### src/rtl/mdio_wr_pkg.sv
package mdio_wr_pkg;

    localparam int FRAME_BITS = 65;
    localparam int IDX_W      = 7;
    localparam int POS_START  = 32;
    localparam int POS_PHY    = 36;
    localparam int POS_REG    = 41;
    localparam int POS_TA     = 46;
    localparam int POS_DATA   = 48;
    localparam int POS_LAST   = 64;

    typedef enum logic {
        PH_LOW  = 1'b0,
        PH_HIGH = 1'b1
    } phase_e;

    typedef struct packed {
        logic [4:0]  phy;
        logic [4:0]  regn;
        logic [15:0] data;
    } wr_cmd_t;

    typedef struct packed {
        logic oe;
        logic val;
    } line_t;

    // Line state for one bit position of a write frame
    function automatic line_t frame_line(input logic [IDX_W-1:0] idx, input wr_cmd_t c);
        line_t l;
        int    i;
        i = int'(idx);
        l = '0;
        if (i < POS_START) begin
            l.oe  = 1'b1;
            l.val = 1'b1;
        end else if (i < POS_PHY) begin
            l.oe  = 1'b1;
            l.val = idx[0];
        end else if (i < POS_REG) begin
            l.oe  = 1'b1;
            l.val = c.phy[3'(POS_REG - 1 - i)];
        end else if (i < POS_TA) begin
            l.oe  = 1'b1;
            l.val = c.regn[3'(POS_TA - 1 - i)];
        end else if (i < POS_DATA) begin
            l = '0;
        end else if (i < POS_LAST) begin
            l.oe  = 1'b1;
            l.val = c.data[4'(POS_LAST - 1 - i)];
        end else begin
            l = '0;
        end
        return l;
    endfunction

endpackage

### src/rtl/mdio_phase_timer.sv
module mdio_phase_timer #(
    parameter int HALF_DIV = 4
) (
    input  logic clk,
    input  logic rst,
    input  logic run,
    output logic tick
);
    localparam int CW = (HALF_DIV > 1) ? $clog2(HALF_DIV) : 1;
    localparam logic [CW-1:0] LAST = CW'(HALF_DIV - 1);

    logic [CW-1:0] cnt;

    assign tick = run && (cnt == LAST);

    always_ff @(posedge clk) begin
        if (rst || !run) begin
            cnt <= '0;
        end else if (cnt == LAST) begin
            cnt <= '0;
        end else begin
            cnt <= cnt + 1'b1;
        end
    end
endmodule

### src/rtl/mdio_frame_seq.sv
module mdio_frame_seq
    import mdio_wr_pkg::*;
(
    input  logic             clk,
    input  logic             rst,
    input  logic             start,
    input  wr_cmd_t          cmd_in,
    input  logic             tick,
    output logic             busy,
    output phase_e           phase,
    output logic [IDX_W-1:0] bit_idx,
    output wr_cmd_t          cmd_q,
    output logic             rise_stb
);
    localparam logic [IDX_W-1:0] LAST_IDX = IDX_W'(FRAME_BITS - 1);

    assign rise_stb = busy && tick && (phase == PH_LOW);

    always_ff @(posedge clk) begin
        if (rst) begin
            busy    <= 1'b0;
            phase   <= PH_LOW;
            bit_idx <= '0;
            cmd_q   <= '0;
        end else if (!busy) begin
            if (start) begin
                busy    <= 1'b1;
                phase   <= PH_LOW;
                bit_idx <= '0;
                cmd_q   <= cmd_in;
            end
        end else if (tick) begin
            if (phase == PH_LOW) begin
                phase <= PH_HIGH;
            end else if (bit_idx == LAST_IDX) begin
                busy    <= 1'b0;
                phase   <= PH_LOW;
                bit_idx <= '0;
            end else begin
                phase   <= PH_LOW;
                bit_idx <= bit_idx + 1'b1;
            end
        end
    end
endmodule

### src/rtl/mdio_capture.sv
module mdio_capture #(
    parameter int WIDTH = 65
) (
    input  logic             clk,
    input  logic             rst,
    input  logic             stb,
    input  logic             din,
    output logic [WIDTH-1:0] cap
);
    always_ff @(posedge clk) begin
        if (rst) begin
            cap <= '0;
        end else if (stb) begin
            cap <= {cap[WIDTH-2:0], din};
        end
    end
endmodule

### src/rtl/mdio_wr_master.sv
module mdio_wr_master
    import mdio_wr_pkg::*;
#(
    parameter int HALF_DIV = 4
) (
    input  logic                  clk,
    input  logic                  rst,
    input  logic                  start_i,
    input  logic [4:0]            phy_addr_i,
    input  logic [4:0]            reg_addr_i,
    input  logic [15:0]           wdata_i,
    input  logic                  mdio_in_i,
    output logic                  mdc_o,
    output logic                  mdio_out_o,
    output logic                  mdio_oe_o,
    output logic                  busy_o,
    output logic [FRAME_BITS-1:0] capture_o
);
    wr_cmd_t          cmd_in;
    wr_cmd_t          cmd_q;
    logic             busy;
    logic             tick;
    logic             rise_stb;
    phase_e           phase;
    logic [IDX_W-1:0] bit_idx;
    line_t            line;

    assign cmd_in = '{phy: phy_addr_i, regn: reg_addr_i, data: wdata_i};

    mdio_phase_timer #(.HALF_DIV(HALF_DIV)) u_timer (
        .clk  (clk),
        .rst  (rst),
        .run  (busy),
        .tick (tick)
    );

    mdio_frame_seq u_seq (
        .clk      (clk),
        .rst      (rst),
        .start    (start_i),
        .cmd_in   (cmd_in),
        .tick     (tick),
        .busy     (busy),
        .phase    (phase),
        .bit_idx  (bit_idx),
        .cmd_q    (cmd_q),
        .rise_stb (rise_stb)
    );

    mdio_capture #(.WIDTH(FRAME_BITS)) u_cap (
        .clk (clk),
        .rst (rst),
        .stb (rise_stb),
        .din (mdio_in_i),
        .cap (capture_o)
    );

    always_comb begin
        line = busy ? frame_line(bit_idx, cmd_q) : '0;
    end

    assign mdc_o      = busy && (phase == PH_HIGH);
    assign mdio_oe_o  = line.oe;
    assign mdio_out_o = line.val;
    assign busy_o     = busy;
endmodule

### config.mk
export PLATFORM = sky130hd
export DESIGN_NAME = mdio_wr_master
export DESIGN_NICKNAME = d
export VERILOG_FILES = /design/src/rtl/mdio_wr_pkg.sv /design/src/rtl/mdio_phase_timer.sv /design/src/rtl/mdio_frame_seq.sv /design/src/rtl/mdio_capture.sv /design/src/rtl/mdio_wr_master.sv
export SDC_FILE = /design/constraint.sdc
export NUM_CORES = 1
export LEC_CHECK = 0
export BUFFER_PORTS_ARGS = -buffer_cell sky130_fd_sc_hd__buf_2
export CAP_MARGIN = 20
export CORE_MARGIN = 2
export CORE_UTILIZATION = 40
export DETAILED_ROUTE_END_ITERATION = 12
export MAX_ROUTING_LAYER = met4
export PLACE_DENSITY = 0.59
export SLEW_MARGIN = 30
export SYNTH_ARGS = -nofsm -noshare
export SYNTH_HDL_FRONTEND = slang
export SYNTH_HIERARCHICAL = 1
export SYNTH_SLANG_ARGS = --single-unit
### constraint.sdc
create_clock -name clk -period 3.11 [get_ports clk]
set_input_delay 0.311 -clock clk [delete_from_list [all_inputs] [get_ports clk]]
set_output_delay 0.311 -clock clk [all_outputs]
set_load 0.03 [all_outputs]
==> impl_metrics.toml, run 1 <==
[logic_synthesis]
synth_top_flop_cell = "dfxtp_1"
yosysMostFrequentCell = "dfxtp_1"
synth_cell_types = 53
synth_compound_area_frac = 0.1009
yosys_warnings = 6
syn_inst = 442
syn_area_per_cell_um2 = 9.676
synthMuxAreaShare = 0.1855
synth_edf_count = 0
yosys-top-cells-count = "102 x dfxtp_1, 71 x mux2i_1, 70 x nor2_1"
synth_top_area_share = 0.4775
synth.area.top_cells = "dfxtp_1 48%, mux2i_1 17%, nor2_1 6.1%"
synth.net_count = 479
ys_ff_latch = 102
synthSimpleGateAreaFrac = 0.1565
async_reset_ff_frac = 0
synth_top_family_by_area = "multiplexers"
synth_xor_area_frac = 0.002048
synth_fa_ha_area_frac = 0.02048
syn_area_mm2 = 0.004277
ys_seq_area_frac = 0.4775
synth_top_area_cell = "dfxtp_1"

[global_routing]
grt_overflow = 0
grt_pass1_wl_um = 14170
grt_max_degree = 46
antenna_found_initial = 0
grt.total_usage = 0.1565
grt_pass1_vias = 3036

[sta]
setup_violations = 0
worstMarginPinSlew_ns = 0.6008
slew_headroom = 0.5938
finalMaxSlewViolations = 0
setup_tns_ns = 0
fin_skew_ns = 0.02127
hold_viol_final = 0
finalCriticalPeriod_ns = 2.813
period_share = 0.9044
rsz0062_at_grt = "no"
fmax_mhz = 355.5

[place]
portBuffers = 98
placedInstanceArea_mm2 = 0.004815
gp_congestion = 0.8532
dpl.hpwl_um = 6044
place_inst = 657

[detailed_routing]
dr_total_vias = 3305
routed_wl_um = 8631
drc = 0
drt_iter0_markers = 225
wl_met1_um = 4166
firstDrtPassIters = 4
met3WireLength_um = 342
top_layer = "met4"
antenna_left = 0
wire_per_inst_um = 12.82
vias_per_cell = 4.911
met2_length_um = 4036

[clock_network]
ctsResizeCount = 0
insertion_delay_ns = 0.36
clkSlewWorstSetupHoldPaths_ns = 0.10
cts_setup_buffers = 0
clockBufferDepth = 2
cts.sinks = 102
numCtsBuffers = 9
cts_hold_buf = 0
root_buffer = "clkbuf_8"
htree_num_levels = 3
cts_tree = "yes"

[cells_and_area]
ff_latch_area_mm2 = 0.002042
fin_nets = 569
multi_input_area_mm2 = 0.001998
stdcell_count = 673
insertedDiodeCount = 0
drive_gt1_frac = 0.2495
design_area_mm2 = 0.005040
synthToLayoutAreaGrowth_pct = 17.85
fillers = 1015

[pwr]
powerDensity_mw_per_mm2 = 472.3
combinationalPowerShare = 0.050
ir_drop_v = 0.0002009
pwr-share-clk = 0.388
p_switching_uw = 548.1
p_int_mw = 1.832
p_seq_frac = 0.562
power.share.switching = 0.2302
p_leak_nw = 1.985

[floorplanning]
dieArea_mm2 = 0.01153
ios = 99
die_w_um = 107.4
fp-row-count = 37
design.core.area_mm2 = 0.01037
initial_core_util = 0.4124
die_h_um = 107.4

[worst_setup_path]
cp.required_ns = 2.80
worstPathMaxFanout = 13
crit_type = "register to primary output"
end_kind = "primary output"
ff2ff_setup_slack_ns = 1.20
cp.arrival_ns = 2.50
critPathLaunchType = "register"

[run_status]
status = "completed"

[hold_path]
worstHoldPathType = "input pin to register"

[flow_run]
cap_violations = 0
-- per-stage QoR --
step                  util  setup WS, ns  hold WS (ns)  total power, mW
floorplan                -        0.7739        0.3852            1.444
global route        0.4860        0.1098        0.1663            2.492
CTS                 0.4860        0.2665        0.1582            2.417
global placement    0.4643        0.7927        0.4271            1.484
detailed placement  0.4643        0.6881        0.4357            1.487
finish              0.4860        0.2974        0.1796            2.380
-- kinds of logic after synthesis --
logic type      count (synthesis)
xor+xnor                        1
fa+ha+maj                       7
flops                         102
mux                            75
simple gates                  155
compound gates                 65
buf+inv                        37
-- layer usage --
metal | global-route usage | vias to the layer above
li1 | - | 1704
met1 | 0.1967 | 1521
met2 | 0.2477 | 73
met3 | 0.03027 | 7
met4 | 0.06502 | 0
met5 | - | -
-- state kept, by name, indices dropped and copies added, names as in the netlist --
signal,flops
u_cap/cap,65
u_seq/bit_idx,7
u_seq/busy,1
u_seq/cmd_q,26
u_seq/phase,1
u_timer/cnt,2
-- worst paths after layout --
path,start,end,cells after the start
setup / recovery,u_seq/bit_idx[1],mdio_out_o,7
hold / removal,phy_addr_i[3],u_seq/cmd_q[24],3
setup reg to reg,u_timer/cnt[0],u_seq/bit_idx[3],5
hold reg to reg,u_timer/cnt[0],u_timer/cnt[0],1
-- layout make-up --
type | instances | share of cell area
clock buffer | 9 | 0.02458
clock inverter | 7 | 0.02011
inverter | 9 | 0.006703
multi-input combinational | 303 | 0.3965
sequential | 102 | 0.4052
tap | 136 | 0.03376
timing repair buffer | 107 | 0.1132
-- power groups by stage --
stage / logic [mW] / registers [mW] / clock network (mW)
5_1_grt: 0.133 / 1.34 / 1.02
2_1_floorplan: 0.0776 / 1.37 / 0
4_1_cts: 0.120 / 1.34 / 0.960
3_5_place_dp: 0.120 / 1.37 / 0
6_report: 0.119 / 1.34 / 0.925
3_3_place_gp: 0.117 / 1.37 / 0
-- critical path, cell delays in order (launching register included) --
cell,delay (ns)
dfxtp_1,0.62
inv_1,0.19
ha_1,0.36
mux4_2,0.29
and2_0,0.17
o31ai_1,0.28
a31oi_1,0.08
buf_2,0.19
-- layout by cell type, fill, tap and decap left out, types with 2 or more instances in the layout --
cell type	instances
nor2_1	69
o211ai_1	2
buf_2	98
a22oi_1	2
and2_1	2
clkinvlp_4	2
nand2b_1	3
a221oi_1	3
buf_4	8
nor2b_1	2
a41oi_1	2
inv_6	3
a21oi_1	32
mux2i_1	71
ha_1	7
o41ai_1	2
inv_1	9
mux4_2	2
clkbuf_8	9
nor3_1	3
bufinv_16	2
a2111o_1	2
o31ai_1	3
a31oi_1	3
dfxtp_1	102
nor4b_1	3
nand3_1	4
nand2_1	60
(Power assumes the default switching activity.)
==> run 2: changes to the inputs <==
Settings changed: RECOVER_POWER set to 50.
==> run 2 against run 1 <==
  * Critical path depth did not move
  * Routed wire length rose by 0.97%
  * Sequential power barely moved
  * Non-clock buffer count did not move
  * Setup slack got worse by 0.0066 ns
  * Register-to-register slack got worse by 0.43 ns
  * Die area did not move
  * Clock power barely moved
  * Design area fell by 1.9%
==> impl_metrics.toml, run 2 (same netlist as run 1, synthesis figures left out) <==
[sta]
fin_skew_ns = 0.01976
setup_tns_ns = 0
setup_violations = 0
slew_headroom = 0.3362
fmax_mhz = 354.7
finalCriticalPeriod_ns = 2.819
period_share = 0.9065
hold_viol_final = 0
worstMarginPinSlew_ns = 0.9956
finalMaxSlewViolations = 0
rsz0062_at_grt = "no"
worst_slack_ns = 0.2908

[cells_and_area]
synthToLayoutAreaGrowth_pct = 15.59
fin_nets = 569
reg_top3 = "u_cap/cap x65, u_seq/cmd_q x26, u_seq/bit_idx x7"
fillers = 1050
final_cell_mix = "102 x dfxtp_1, 71 x mux2i_1, 69 x nor2_1, 68 x clkbuf_1, 60 x nand2_1"
top_register = "u_cap/cap"
drive_gt1_frac = 0.1210
largest_reg_flops = 65
stdcell_count = 673
final_common_cell = "dfxtp_1"
insertedDiodeCount = 0

[floorplanning]
die_h_um = 107.4
fp-row-count = 37
design.core.area_mm2 = 0.01037
initial_core_util = 0.4124
ios = 99
die_w_um = 107.4
dieArea_mm2 = 0.01153

[detailed_routing]
wire_per_inst_um = 12.95
dr_total_vias = 3317
routed_wl_um = 8715
antenna_left = 0
firstDrtPassIters = 6
vias_per_cell = 4.929
drc = 0
drt_iter0_markers = 236

[place]
post-place-ws_ns = 0.6881
dpl.hpwl_um = 6044
place_inst = 657
gp_congestion = 0.8532
portBuffers = 98

[clock_network]
clkSlewWorstSetupHoldPaths_ns = 0.10
numCtsBuffers = 9
clockBufferDepth = 2
cts_hold_buf = 0
cts.sinks = 102
cts_tree = "yes"
cts_setup_buffers = 0
insertion_delay_ns = 0.36
htree_num_levels = 3
ctsResizeCount = 0
root_buffer = "clkbuf_8"

[worst_setup_path]
cp.arrival_ns = 2.51
critPathLaunchType = "register"
end_kind = "primary output"
cp.required_ns = 2.80
worstPathMaxFanout = 13
crit_type = "register to primary output"

[global_routing]
grt_pass1_wl_um = 14170
grt_max_degree = 46
antenna_found_initial = 0
grt_pass1_vias = 3036
grt.total_usage = 0.1565
grt_overflow = 0

[run_status]
status = "completed"

[hold_path]
worstHoldPathType = "input pin to register"

[pwr]
powerDensity_mw_per_mm2 = 481.2
p_leak_nw = 1.685
ir_drop_v = 0.0001973

[flow_run]
cap_violations = 0
run 2: changes by cell type in the layout (fill, tap and decap cells not counted):
cell	before	now
buf_2	98	32
buf_4	8	6
nor4b_1	3	4
clkbuf_1	0	68
nor4b_2	1	0
run 2: worst max-delay path, cell delays in order, from the launching register on:
cell and delay, ns:
dfxtp_1 0.62, inv_1 0.19, ha_1 0.36, mux4_2 0.29, and2_0 0.17, o31ai_1 0.28, a31oi_1 0.08, buf_2 0.19
run 2: metal layers:
layer / global-route usage / routed length (µm) / part of all wire
met2: 0.2477 / 3990 / 0.46
met4: 0.06502 / 100 / 0.011
met1: 0.1967 / 4242 / 0.49
met3: 0.03027 / 381 / 0.044
met5: - / 0 / 0
run 2: final timing paths:
check | from | endpoint | slack, ns | cells past startpoint
hold / removal | phy_addr_i[3] | u_seq/cmd_q[24] | 0.18 | 3
setup / recovery | u_seq/bit_idx[1] | mdio_out_o | 0.29 | 7
hold reg to reg | u_timer/cnt[0] | u_timer/cnt[0] | 0.43 | 1
setup reg to reg | u_seq/busy | u_seq/cmd_q[12] | 0.77 | 5
run 2: area by class of cell:
| class | count | area, µm² | share of cell area |
|---|---|---|---|
| flip-flops and latches | 102 | 2042 | 0.4131 |
| multi-input cells | 303 | 1992 | 0.4029 |
| repair buffers | 107 | 480.5 | 0.09719 |
| well taps | 136 | 170.2 | 0.03442 |
| clock buffers | 9 | 123.9 | 0.02506 |
| clock inverters | 7 | 101.3 | 0.02050 |
| inverters | 9 | 33.78 | 0.006834 |
run 2: metrics by stage:
step                      power [mW]    util  area [µm²]  hold WS (ns)
after floorplan                1.444       -        4277        0.3852
after global placement         1.484  0.4643        4815        0.4271
after detailed placement       1.487  0.4643        4815        0.4357
after CTS                      2.417  0.4860        5040        0.1582
after global routing           2.490  0.4767        4943        0.1663
final                          2.379  0.4767        4943        0.1793
run 2: where the power goes:
| part | leakage, nW | switching [mW] | internal [mW] |
|---|---|---|---|
| Clock | 0.107 | 0.464 | 0.462 |
| Sequential | 0.826 | 0.0108 | 1.33 |
| Combinational | 0.753 | 0.0739 | 0.0423 |
==> run 3: changes to the inputs <==
==> constraint.sdc (replaced) <==
create_clock -name clk -period 3.11 [get_ports clk]
set_input_delay 0.311 -clock clk [delete_from_list [all_inputs] [get_ports clk]]
set_output_delay 0.311 -clock clk [all_outputs]
set_load 0.005 [all_outputs]
==> run 3 against run 2 <==
  * Cell count up 0.15%
  * Sequential cell count did not move
  * Register-to-register slack worse by 0.04 ns
  * Clock power shrank 14%
  * Power decreased by 5.7%
  * Setup slack gained 0.059 ns
  * Die area is the same
  * Sequential power hardly changed
  * Core utilization grew 0.13 points
  * Design area increased by 0.28%
  * Clock skew is 0.010 ns lower
  * Critical endpoint unchanged
  * Largest power group unchanged
==> impl_metrics.toml, run 3 (same netlist as run 1, synthesis figures left out) <==
[run_status]
status = "completed"

[pwr]
p_int_mw = 1.682
combinationalPowerShare = 0.051
finalPower_mw = 2.244
powerDensity_mw_per_mm2 = 452.7
power.share.switching = 0.2506
ir_drop_v = 0.0002290
pwr-share-clk = 0.354
p_switching_uw = 562.4
p_leak_nw = 1.784
p_seq_frac = 0.596

[worst_setup_path]
reg2reg_from = "u_seq/busy"
cp_cell_sequence = "inv_1, ha_1, xor2_1, nor4b_1, o31ai_1, a31oi_1, buf_2"
reg2regPathDepth = 5
crit_type = "register to primary output"
end_kind = "primary output"
critPathLaunchType = "register"
slowest_stage = "dfxtp_1"
worstPathMaxFanout = 13
cp.arrival_ns = 2.45
cp.required_ns = 2.80
ff2ff_setup_slack_ns = 0.73
rr_endpoint = "u_seq/cmd_q[24]"
max_stage_delay_ns = 0.62

[place]
dpl.hpwl_um = 6103
portBuffers = 98
placedInstanceArea_mm2 = 0.004835
gp_congestion = 0.8611

[global_routing]
grt_overflow = 0
grt.total_usage = 0.1579
antenna_found_initial = 0
grt_pass1_wl_um = 14470
grt_max_degree = 55
grt_pass1_vias = 3147

[hold_path]
holdPathEnd = "u_seq/cmd_q[17]"
whs_path_depth = 3
hold_start = "reg_addr_i[1]"
worstHoldPathType = "input pin to register"

[detailed_routing]
dr_total_vias = 3389
drc = 0
drt_iter0_markers = 276
vias_per_cell = 5.028
firstDrtPassIters = 5
routed_wl_um = 8784
wire_per_inst_um = 13.03
antenna_left = 0

[sta]
setup_violations = 0
finalCriticalPeriod_ns = 2.760
holdWs_ns = 0.1741
worstMarginPinSlew_ns = 0.9955
fin_skew_ns = 0.009354
period_share = 0.8874
slew_headroom = 0.3364
finalMaxSlewViolations = 0
hold_viol_final = 0
fmax_mhz = 362.4
rsz0062_at_grt = "no"
setup_tns_ns = 0

[clock_network]
clkSlewWorstSetupHoldPaths_ns = 0.10
numCtsBuffers = 9
cts_hold_buf = 0
cts_setup_buffers = 0
cts.sinks = 102
root_buffer = "clkbuf_8"
htree_num_levels = 3
insertion_delay_ns = 0.36
cts_tree = "yes"
ctsResizeCount = 0
clockBufferDepth = 2

[cells_and_area]
final_cell_mix = "102 x dfxtp_1, 71 x mux2i_1, 69 x nor2_1, 60 x nand2_1, 53 x buf_2"
drive_gt1_frac = 0.1654
synthToLayoutAreaGrowth_pct = 15.92
fin_nets = 570
final_common_cell = "dfxtp_1"
largest_reg_flops = 65
fillers = 1034
reg_top3 = "u_cap/cap x65, u_seq/cmd_q x26, u_seq/bit_idx x7"
top_register = "u_cap/cap"
insertedDiodeCount = 0
design_area_mm2 = 0.004957

[floorplanning]
ios = 99
design.core.area_mm2 = 0.01037
die_w_um = 107.4
dieArea_mm2 = 0.01153
initial_core_util = 0.4124
die_h_um = 107.4
fp-row-count = 37

[flow_run]
cap_violations = 0
[run 3: metrics by stage]
step,setup slack (ns),util,std cells
after floorplan,0.9996,-,442
after global placement,0.8548,0.4662,658
after detailed placement,0.7608,0.4662,658
after CTS,0.3375,0.4843,674
after global routing,0.1973,0.4780,674
final,0.3502,0.4780,674
[run 3: layer usage]
metal  track usage  up-vias  wire (µm)
li1              -     1710          -
met1        0.1973     1572       4100
met2        0.2545       93       4091
met3       0.03632       14        469
met4       0.05037        0        122
met5             -        -          0
[run 3: final cells by class]
cell class | count | area [µm²] | share of cell area
clock buffers | 9 | 123.9 | 0.02499
clock inverters | 7 | 63.81 | 0.01287
flip-flops and latches | 102 | 2042 | 0.4119
well taps | 136 | 170.2 | 0.03433
inverters | 9 | 33.78 | 0.006815
multi-input cells | 303 | 1992 | 0.4018
repair buffers | 108 | 531.8 | 0.1073
[run 3: worst max-delay path by stage]
stage | startpoint | endpoint | slack, ns
after floorplan | u_seq/bit_idx[1] | mdio_out_o | 1.0
after global placement | u_seq/bit_idx[1] | mdio_out_o | 0.85
after detailed placement | u_seq/bit_idx[1] | mdio_out_o | 0.76
after CTS | u_seq/bit_idx[1] | mdio_out_o | 0.34
after global routing | u_seq/bit_idx[1] | mdio_out_o | 0.20
final | u_seq/bit_idx[1] | mdio_out_o | 0.35
[run 3: critical path: cells and delay by family (launching register included)]
family                     cells  cell delay, ns
and+or+nand+nor                1            0.43
xor gates and xnor gates       1            0.15
adders and majority gates      1            0.23
AOI/OAI and AO/OA              2            0.33
buffers and inverters          2            0.34
DFF                            1            0.62
[run 3: power by group through the flow]
stage / Clock (mW) / Sequential, mW / Combinational [mW]
after CTS: 0.831 / 1.34 / 0.116
after global placement: 0 / 1.37 / 0.113
after floorplan: 0 / 1.36 / 0.0741
after detailed placement: 0 / 1.37 / 0.116
final: 0.794 / 1.34 / 0.113
after global routing: 0.879 / 1.34 / 0.128
